===== config.mk =====
export PLATFORM = sky130hd
export DESIGN_NAME = sig_verify_seq
export DESIGN_NICKNAME = d
export VERILOG_FILES = /design/src/rtl/sig_verify_pkg.sv /design/src/rtl/sv_classify.sv /design/src/rtl/sv_start_gen.sv /design/src/rtl/sv_enc_cmp.sv /design/src/rtl/sig_verify_seq.sv
export SDC_FILE = /design/constraint.sdc
export NUM_CORES = 1
export LEC_CHECK = 0
export ABC_AREA = 0
export CORE_AREA = 2 2 211 213
export DETAILED_ROUTE_END_ITERATION = 8
export DIE_AREA = 0 0 213 215
export GPL_ROUTABILITY_DRIVEN = 0
export GPL_TIMING_DRIVEN = 0
export SLEW_MARGIN = 20
export SYNTH_ARGS = -nofsm -noshare
export SYNTH_HDL_FRONTEND = slang
export SYNTH_HIERARCHICAL = 1
export SYNTH_SLANG_ARGS = --single-unit

===== constraint.sdc =====
create_clock -name clk_i -period 2.6 [get_ports clk_i]
set_input_delay 0.52 -clock clk_i [delete_from_list [all_inputs] [get_ports clk_i]]
set_output_delay 0.52 -clock clk_i [all_outputs]
set_load 0.05 [all_outputs]

===== src/rtl/sig_verify_pkg.sv =====
package sig_verify_pkg;
  localparam int unsigned NENG  = 5;
  localparam int unsigned STP_W = 3;

  typedef enum logic [2:0] {
    RES_OK        = 3'd0,
    RES_FRAME     = 3'd1,
    RES_NOKEY     = 3'd2,
    RES_MALFORMED = 3'd3,
    RES_NONCANON  = 3'd4,
    RES_SMALL     = 3'd5,
    RES_EQFAIL    = 3'd6
  } res_e;

  localparam logic [STP_W-1:0] STP_S    = 3'd0;
  localparam logic [STP_W-1:0] STP_A    = 3'd1;
  localparam logic [STP_W-1:0] STP_R    = 3'd2;
  localparam logic [STP_W-1:0] STP_HASH = 3'd3;
  localparam logic [STP_W-1:0] STP_MUL  = 3'd4;

  typedef enum logic [1:0] {ST_IDLE, ST_RUN, ST_DONE} st_e;
endpackage


===== src/rtl/sv_classify.sv =====
module sv_classify
  import sig_verify_pkg::*;
(
  input  logic [STP_W-1:0] step_i,
  input  logic             bad_i,
  input  logic             small_i,
  input  logic             match_i,
  output logic             fail_o,
  output logic             last_o,
  output res_e             code_o
);
  always_comb begin
    fail_o = 1'b0;
    last_o = 1'b0;
    code_o = RES_OK;
    case (step_i)
      STP_S: begin
        fail_o = bad_i;
        code_o = RES_NONCANON;
      end
      STP_A, STP_R: begin
        fail_o = bad_i | small_i;
        code_o = bad_i ? RES_MALFORMED : RES_SMALL;
      end
      STP_MUL: begin
        last_o = 1'b1;
        fail_o = ~match_i;
        code_o = match_i ? RES_OK : RES_EQFAIL;
      end
      default: ;
    endcase
  end
endmodule


===== src/rtl/sv_start_gen.sv =====
module sv_start_gen
  import sig_verify_pkg::*;
(
  input  logic             clk_i,
  input  logic             rst_ni,
  input  logic             fire_i,
  input  logic [STP_W-1:0] idx_i,
  output logic [NENG-1:0]  start_o
);
  for (genvar g = 0; g < NENG; g++) begin : g_eng
    always_ff @(posedge clk_i or negedge rst_ni) begin
      if (!rst_ni) start_o[g] <= 1'b0;
      else         start_o[g] <= fire_i && (idx_i == STP_W'(g));
    end
  end
endmodule


===== src/rtl/sv_enc_cmp.sv =====
module sv_enc_cmp #(
  parameter int unsigned ENC_W = 256
) (
  input  logic             clk_i,
  input  logic             rst_ni,
  input  logic             load_i,
  input  logic [ENC_W-1:0] ref_i,
  input  logic [ENC_W-1:0] enc_i,
  output logic             match_o
);
  logic [ENC_W-1:0] ref_q;

  always_ff @(posedge clk_i or negedge rst_ni) begin
    if (!rst_ni)     ref_q <= '0;
    else if (load_i) ref_q <= ref_i;
  end

  assign match_o = (enc_i == ref_q);
endmodule


===== src/rtl/sig_verify_seq.sv =====
module sig_verify_seq
  import sig_verify_pkg::*;
#(
  parameter int unsigned ENC_W = 256
) (
  input  logic             clk_i,
  input  logic             rst_ni,
  input  logic             cmd_valid_i,
  output logic             cmd_ready_o,
  input  logic             cmd_cached_i,
  input  logic             cmd_frame_err_i,
  input  logic             key_valid_i,
  input  logic [ENC_W-1:0] sig_r_i,
  output logic [4:0]       eng_start_o,
  input  logic [4:0]       eng_done_i,
  input  logic [4:0]       eng_bad_i,
  input  logic [4:0]       eng_small_i,
  input  logic [ENC_W-1:0] enc_i,
  output logic             done_o,
  output logic [2:0]       res_o
);
  st_e              st_q;
  logic [STP_W-1:0] step_q;
  res_e             res_q;
  logic             done_q;

  logic             accept, early, cur_done, fail, last, match, fire;
  logic [STP_W-1:0] next_idx;
  res_e             early_code, step_code;

  assign cmd_ready_o = (st_q != ST_RUN);
  assign accept      = cmd_valid_i && cmd_ready_o;

  // framing outranks the key check
  assign early      = cmd_frame_err_i || (cmd_cached_i && !key_valid_i);
  assign early_code = cmd_frame_err_i ? RES_FRAME : RES_NOKEY;

  // only the engine currently started may advance the sequence
  assign cur_done = (st_q == ST_RUN) && eng_done_i[step_q];

  sv_enc_cmp #(.ENC_W(ENC_W)) u_cmp (
    .clk_i   (clk_i),
    .rst_ni  (rst_ni),
    .load_i  (accept),
    .ref_i   (sig_r_i),
    .enc_i   (enc_i),
    .match_o (match)
  );

  sv_classify u_cls (
    .step_i  (step_q),
    .bad_i   (eng_bad_i[step_q]),
    .small_i (eng_small_i[step_q]),
    .match_i (match),
    .fail_o  (fail),
    .last_o  (last),
    .code_o  (step_code)
  );

  assign fire     = (accept && !early) || (cur_done && !fail && !last);
  assign next_idx = accept ? STP_S : step_q + STP_W'(1);

  sv_start_gen u_start (
    .clk_i   (clk_i),
    .rst_ni  (rst_ni),
    .fire_i  (fire),
    .idx_i   (next_idx),
    .start_o (eng_start_o)
  );

  always_ff @(posedge clk_i or negedge rst_ni) begin
    if (!rst_ni) begin
      st_q   <= ST_IDLE;
      step_q <= STP_S;
      res_q  <= RES_OK;
      done_q <= 1'b0;
    end else begin
      done_q <= 1'b0;
      if (accept) begin
        step_q <= STP_S;
        if (early) begin
          st_q   <= ST_DONE;
          res_q  <= early_code;
          done_q <= 1'b1;
        end else begin
          st_q <= ST_RUN;
        end
      end else if (cur_done) begin
        if (fail || last) begin
          st_q   <= ST_DONE;
          res_q  <= step_code;
          done_q <= 1'b1;
        end else begin
          step_q <= next_idx;
        end
      end
    end
  end

  assign done_o = done_q;
  assign res_o  = res_q;
endmodule


Word-level counts from Yosys, hierarchy flattened
Cells that the tools add are included.
{ "word_totals": {"word_cells": 80, "output_inout_bits": 10, "ff_bits": 270, "in_bits": 533} }
{ "op_classes": {"eq_ne": 12, "bitwise": 2, "add_sub_neg": 1, "magnitude_cmp": 1, "n_reduce_logical": 26, "muxes": 28} }
{ "op_table": {"columns": ["cell", "n"], "rows": [
  ["$eq 256x256->1", 1],
  ["$mux 3", 10],
  ["$logic_and 1x1->1", 11],
  ["$mux 2", 5],
  ["$bmux 1 s3", 3],
  ["$eq 3x2->1 const B", 3],
  ["$pmux 3 s3", 1],
  ["$mux 1", 8],
  ["$eq 3x1->1 const B", 2],
  ["$eq 3x3->1 const B", 2],
  ["$logic_not 3->1", 2],
  ["$logic_not 1->1", 4],
  ["$lt 3x4->1 const B", 1],
  ["$ne 2x1->1 const B", 2],
  ["$reduce_and 2->1", 2],
  ["$reduce_bool 2->1", 2],
  ["$add 3x1->3 const B", 1],
  ["$logic_or 1x1->1", 3],
  ["$pmux 1 s3", 1],
  ["$reduce_and 3->1", 1],
  ["$eq 2x1->1 const B", 1],
  ["$ne 2x2->1 const B", 1],
  ["$reduce_or 2->1", 1],
  ["$not 1->1", 1],
  ["$or 1x1->1", 1]
]} }

Logic depth before layout (Yosys ltp)
{ "depth": {"depth_word": 9, "ltp_mapped": 11, "mapped_depth_nobuf": 11} }

Hierarchy
The synthesis kept the hierarchy.
{ "by_module_without_submodules": {"columns": ["module", "area_each_um2", "seq_area_each_um2", "instances", "cells_per_inst"], "rows": [
  ["sv_enc_cmp", 12213.0, 6406.1, 1, 881],
  ["sig_verify_seq", 730.7, 225.2, 1, 79],
  ["sv_start_gen", 188.9, 125.1, 1, 10],
  ["sv_classify", 101.3, 0.0, 1, 13]
]} }

Worst setup path before layout
OpenSTA, ideal clock, no wires.
{ "synth_path": {"path_type": "input-to-reg", "start": "input enc_i[100]", "end": "register step_q[1]", "stages": 11, "path_slack_ns": 0.043, "arrival_time_ns": 2.430, "setup_ns": 0.128, "path_buffers": 0, "t_required_ns": 2.472, "path_cell_list": "xnor2_1 nand4_1 nor4_2 nand4_1 nor4_2 or4b_4 o31ai_1 nor4b_1 nand3b_1 nand3_1 o21ai_0"} }
{ "synth_between": {"elab_chain_cells": 6} }
{ "synth_lines": {"columns": ["item", "line_no", "text"], "rows": [
  ["start: declaration", "sig_verify_seq.sv:18", "input logic [ENC_W-1:0] enc_i,"],
  ["$eq 256x256->1", "sv_enc_cmp.sv:18", "assign match_o = (enc_i == ref_q);"],
  ["via match", "sig_verify_seq.sv:27", "logic accept, early, cur_done, fail, last, match, fire;"],
  ["$not 1->1", "sv_classify.sv:27", "fail_o = ~match_i;"],
  ["$pmux 1 s3", "sv_classify.sv:16", "case (step_i)"],
  ["via fail", "sig_verify_seq.sv:27", null],
  ["$logic_or 1x1->1", "sig_verify_seq.sv:89", "if (fail || last) begin"],
  ["$ne 2x2->1 (no line)", null, null],
  ["$reduce_and 2->1 (no line)", null, null],
  ["end signal: assignment", "sig_verify_seq.sv:94", "step_q <= next_idx;"],
  ["end: declaration", "sig_verify_seq.sv:23", "logic [STP_W-1:0] step_q;"]
]} }
The timed path passes the listed nets, and every way through them passes these cells.
A chain may end at the register's enable or synchronous reset.

Worst setup path after layout
{ "layout_path": {"start": "input enc_i[165]", "end": "register step_q[0]"} }
The elaborated chain is that of the path after synthesis.

==> flow_summary.toml <==
[run_status]
status = "finished, violations left"
violations = "setup timing"

[timing]
worst_slack_ps = -513.1
drv_slew = 0
timing.final.crit_share = 1.197
whs_ps = 525.1
maxSlewHeadroom = 0.4130
fin_worst_skew_ps = 25.10
fmax_mhz = 321.2
hold_viol = 0
period_needed_ps = 3113
rsz0062_at_grt = "true"
finalSetupViolations = 14
worst_slew_pin_slew_ps = 878.6

[global_routing]
grt_use_met2 = 0.4000
grt-busiest-layer = "met2"
gr-total-overflow = 0
grt_pass1_vias = 11223
grtUsageMet3 = 0.07438
grt_first_pass_wirelength_mm = 74.09
met1_usage = 0.2643
track_usage = 0.2286
grt_max_degree = 83
antenna_found_initial = 10

[die]
fp.dieH_um = 215
die_x_um = 213
start_util = 0.3032
fp.dieArea_sq_um = 45800
ios = 543
rows = 77
core_area_sq_um = 43640

[finish]
final_common_cell = "clkdlybuf4s50_1"
layout.nets = 2110
instances_no_fill = 2194
layout-drive-gt1-share = 0.2503
design_area_sq_um = 21110
area_growth_pct = 59.54
final_cell_mix = "clkdlybuf4s50_1, dfrtp_1, mux2_2, xnor2_1, nand4_1"

[power]
finalPower_uw = 14690
peakVddDrop_v = 0.0004629
p_sw_uw = 4167
p_leak_uw = 0.008039
seqPwrFrac = 0.388
power_density_nw_per_um2 = 695.9
pwr-share-clk = 0.335
netSwitchingFraction = 0.2836
power_frac_comb = 0.277
p_int_uw = 10530

[setup_path]
crit_required_ps = 3010
critPathMaxFanout = 3
cp-end-kind = "flip-flop"
max_stage_delay_ps = 440
cp_slowest_cell = "clkdlybuf4s50_1"
crit_path_cell_trace = "clkdlybuf4s50_1 > xnor2_2 > nand4_1 > nor4_4 > nand4_1 > nor4_4 > or4b_4 > o31ai_4 > nor4b_4 > nand3b_1 > nand3_1 > o31ai_2"
critical_path_class = "in -> reg"
cp-endpoint = "step_q[0]"
startpoint = "enc_i[165]"
arrival_ps = 3520
reg2regPathDepth = 11
r2r-start = "u_cmp/ref_q[87]"
r2r_slack_ps = -470
r2r_end = "step_q[0]"
crit_path_start_kind = "input port"

[placement]
placed_cell_area_sq_um = 19490
dp.final_hpwl_mm = 40.39
placed_cells = 2120
pre_cts_slack_ps = -1702
io_buffers = 542

[drt]
vias = 10162
wire_per_inst_um = 24.07
via_per_inst = 4.632
drcViolationCount = 0
drt_pre_antenna_iters = 4
antenna_left = 0
initialDrtViolationCount = 454
wl_mm = 52.80

[logic_synthesis]
synth_edf_count = 0
synth_area_sq_um = 13230
synthFlopType = "dfrtp_1"
synth_seq_cells = 270
syn_inst = 983
synth_area_per_cell_sq_um = 13.46
synth_cell_type_count = 51
synth_warnings = 6
async_reset_ff_frac = 1.000
synth_nets = 1517
synth.yosys.seq_area_share = 0.5105

[cts]
insertion_delay_ps = 530
tritoncts = "yes"
clock_path_buffers = 3
clkSinkCount = 270
root_buffer = "clkbuf_16"
cts_max_level = 2
cts_made_buffers = 35
cts.clk_slew.worst_paths_ps = 60

[worst_hold_path]
min_path_type = "in -> async"

[flow_run]
cap_violations = 0
## how the worst min path moves through the flow
| stage | startpoint | to | slack [ps] | depth (start not counted) |
|---|---|---|---|---|
| after CTS | u_cmp/ref_q[21] | u_cmp/ref_q[21] | 530 | 1 |
| final | rst_ni | u_cmp/ref_q[29] | 530 | 2 |
| after detailed placement | u_cmp/ref_q[21] | u_cmp/ref_q[21] | 520 | 1 |
| after global routing | u_cmp/ref_q[111] | u_cmp/ref_q[111] | 540 | 1 |
| after global placement | u_cmp/ref_q[186] | u_cmp/ref_q[186] | 510 | 1 |
| after floorplan | rst_ni | done_o | 220 | 0 |
## critical path, delay by kind of cell
| family | cells | cell delay (ps) |
|---|---|---|
| AO/OA/AOI/OAI | 2 | 180 |
| XOR/XNOR | 1 | 220 |
| buffers and inverters | 1 | 440 |
| AND/OR/NAND/NOR | 8 | 2150 |
## Yosys cell counts, types with 2 or more instances
cell	count	area, sq um
nor4_1	16	100.1
a21oi_1	3	15.01
nor2_1	8	30.03
inv_1	6	22.52
nand2_1	6	22.52
clkbuf_1	2	7.510
dfrtp_1	270	6756
nor3_1	2	10.01
mux2i_1	2	20.02
nor4_2	2	25.02
buf_6	3	33.78
o31ai_1	3	22.52
mux2_2	256	2883
mux4_1	2	52.55
buf_2	26	130.1
nand4_1	69	431.7
nand3_1	5	25.02
xnor2_1	258	2260
o21ai_0	6	30.03
and4bb_2	4	50.05
and2_1	2	12.51
o32ai_1	2	17.52
a2111oi_0	2	17.52
## registers in the layout, indices dropped and copies added, names as in the netlist
name and cells:
step_q 3, u_start/start_o 5, st_q 2, res_o 3, done_o 1, u_cmp/ref_q 256
## per-layer routing
| layer | wire length [um] | up-vias |
|---|---|---|
| met5 | 87 | - |
| met4 | 1045 | 12 |
| met3 | 4414 | 63 |
| met2 | 26480 | 380 |
| met1 | 20770 | 5026 |
| li1 | - | 4681 |
## cells by family (layout without fill, tap and decap cells)
logic type | Yosys count | count (layout) | share of synthesized area
XOR/XNOR | 258 | 258 | 0.1707
other | 0 | 4 | 0
flip-flops | 270 | 270 | 0.5105
adder cells (fa/ha/maj) | 2 | 2 | 0.001702
buffers and inverters | 41 | 656 | 0.01664
AO/OA/AOI/OAI | 25 | 25 | 0.01343
multiplexers | 262 | 262 | 0.2262
AND/OR/NAND/NOR | 125 | 125 | 0.06079
## power by group through the flow
| stage | clock network [uW] | registers [uW] | logic [uW] |
|---|---|---|---|
| final | 4920 | 5710 | 4070 |
| after global routing | 5260 | 5810 | 4370 |
| after CTS | 5080 | 5700 | 4040 |
| after detailed placement | 0 | 5760 | 3920 |
| after global placement | 0 | 5740 | 3850 |
| after floorplan | 0 | 5690 | 2190 |
## what timing repair did
item / CTS / global route
gates resized for setup: 43 / 37
pin swaps: 20 / 22
buffers inserted: 10 / 4
hold endpoints to repair: 62 / 0
hold buffers: 1 / 0
endpoints found under the setup margin: 34 / 81
## cell type report
| class | instances | area, sq um |
|---|---|---|
| Buffer | 33 | 242.7 |
| Sequential cell | 270 | 6756 |
| Fill cell | 3957 | 22530 |
| Clock buffer | 52 | 1030 |
| Inverter | 8 | 33.78 |
| Antenna cell | 4 | 10.01 |
| Multi-Input combinational cell | 672 | 6578 |
| Clock inverter | 7 | 120.1 |
| Tap cell | 592 | 740.7 |
| Timing Repair Buffer | 556 | 5603 |
## through the flow
step / util / setup TNS [ps]
3_5_place_dp: 0.4465 / -69870
2_1_floorplan: - / 0
5_1_grt: 0.4838 / -8303
4_1_cts: 0.4797 / -4942
3_3_place_gp: 0.4445 / -3241910
6_report: 0.4838 / -6167
Note: power is estimated with default switching activity, not from simulation.
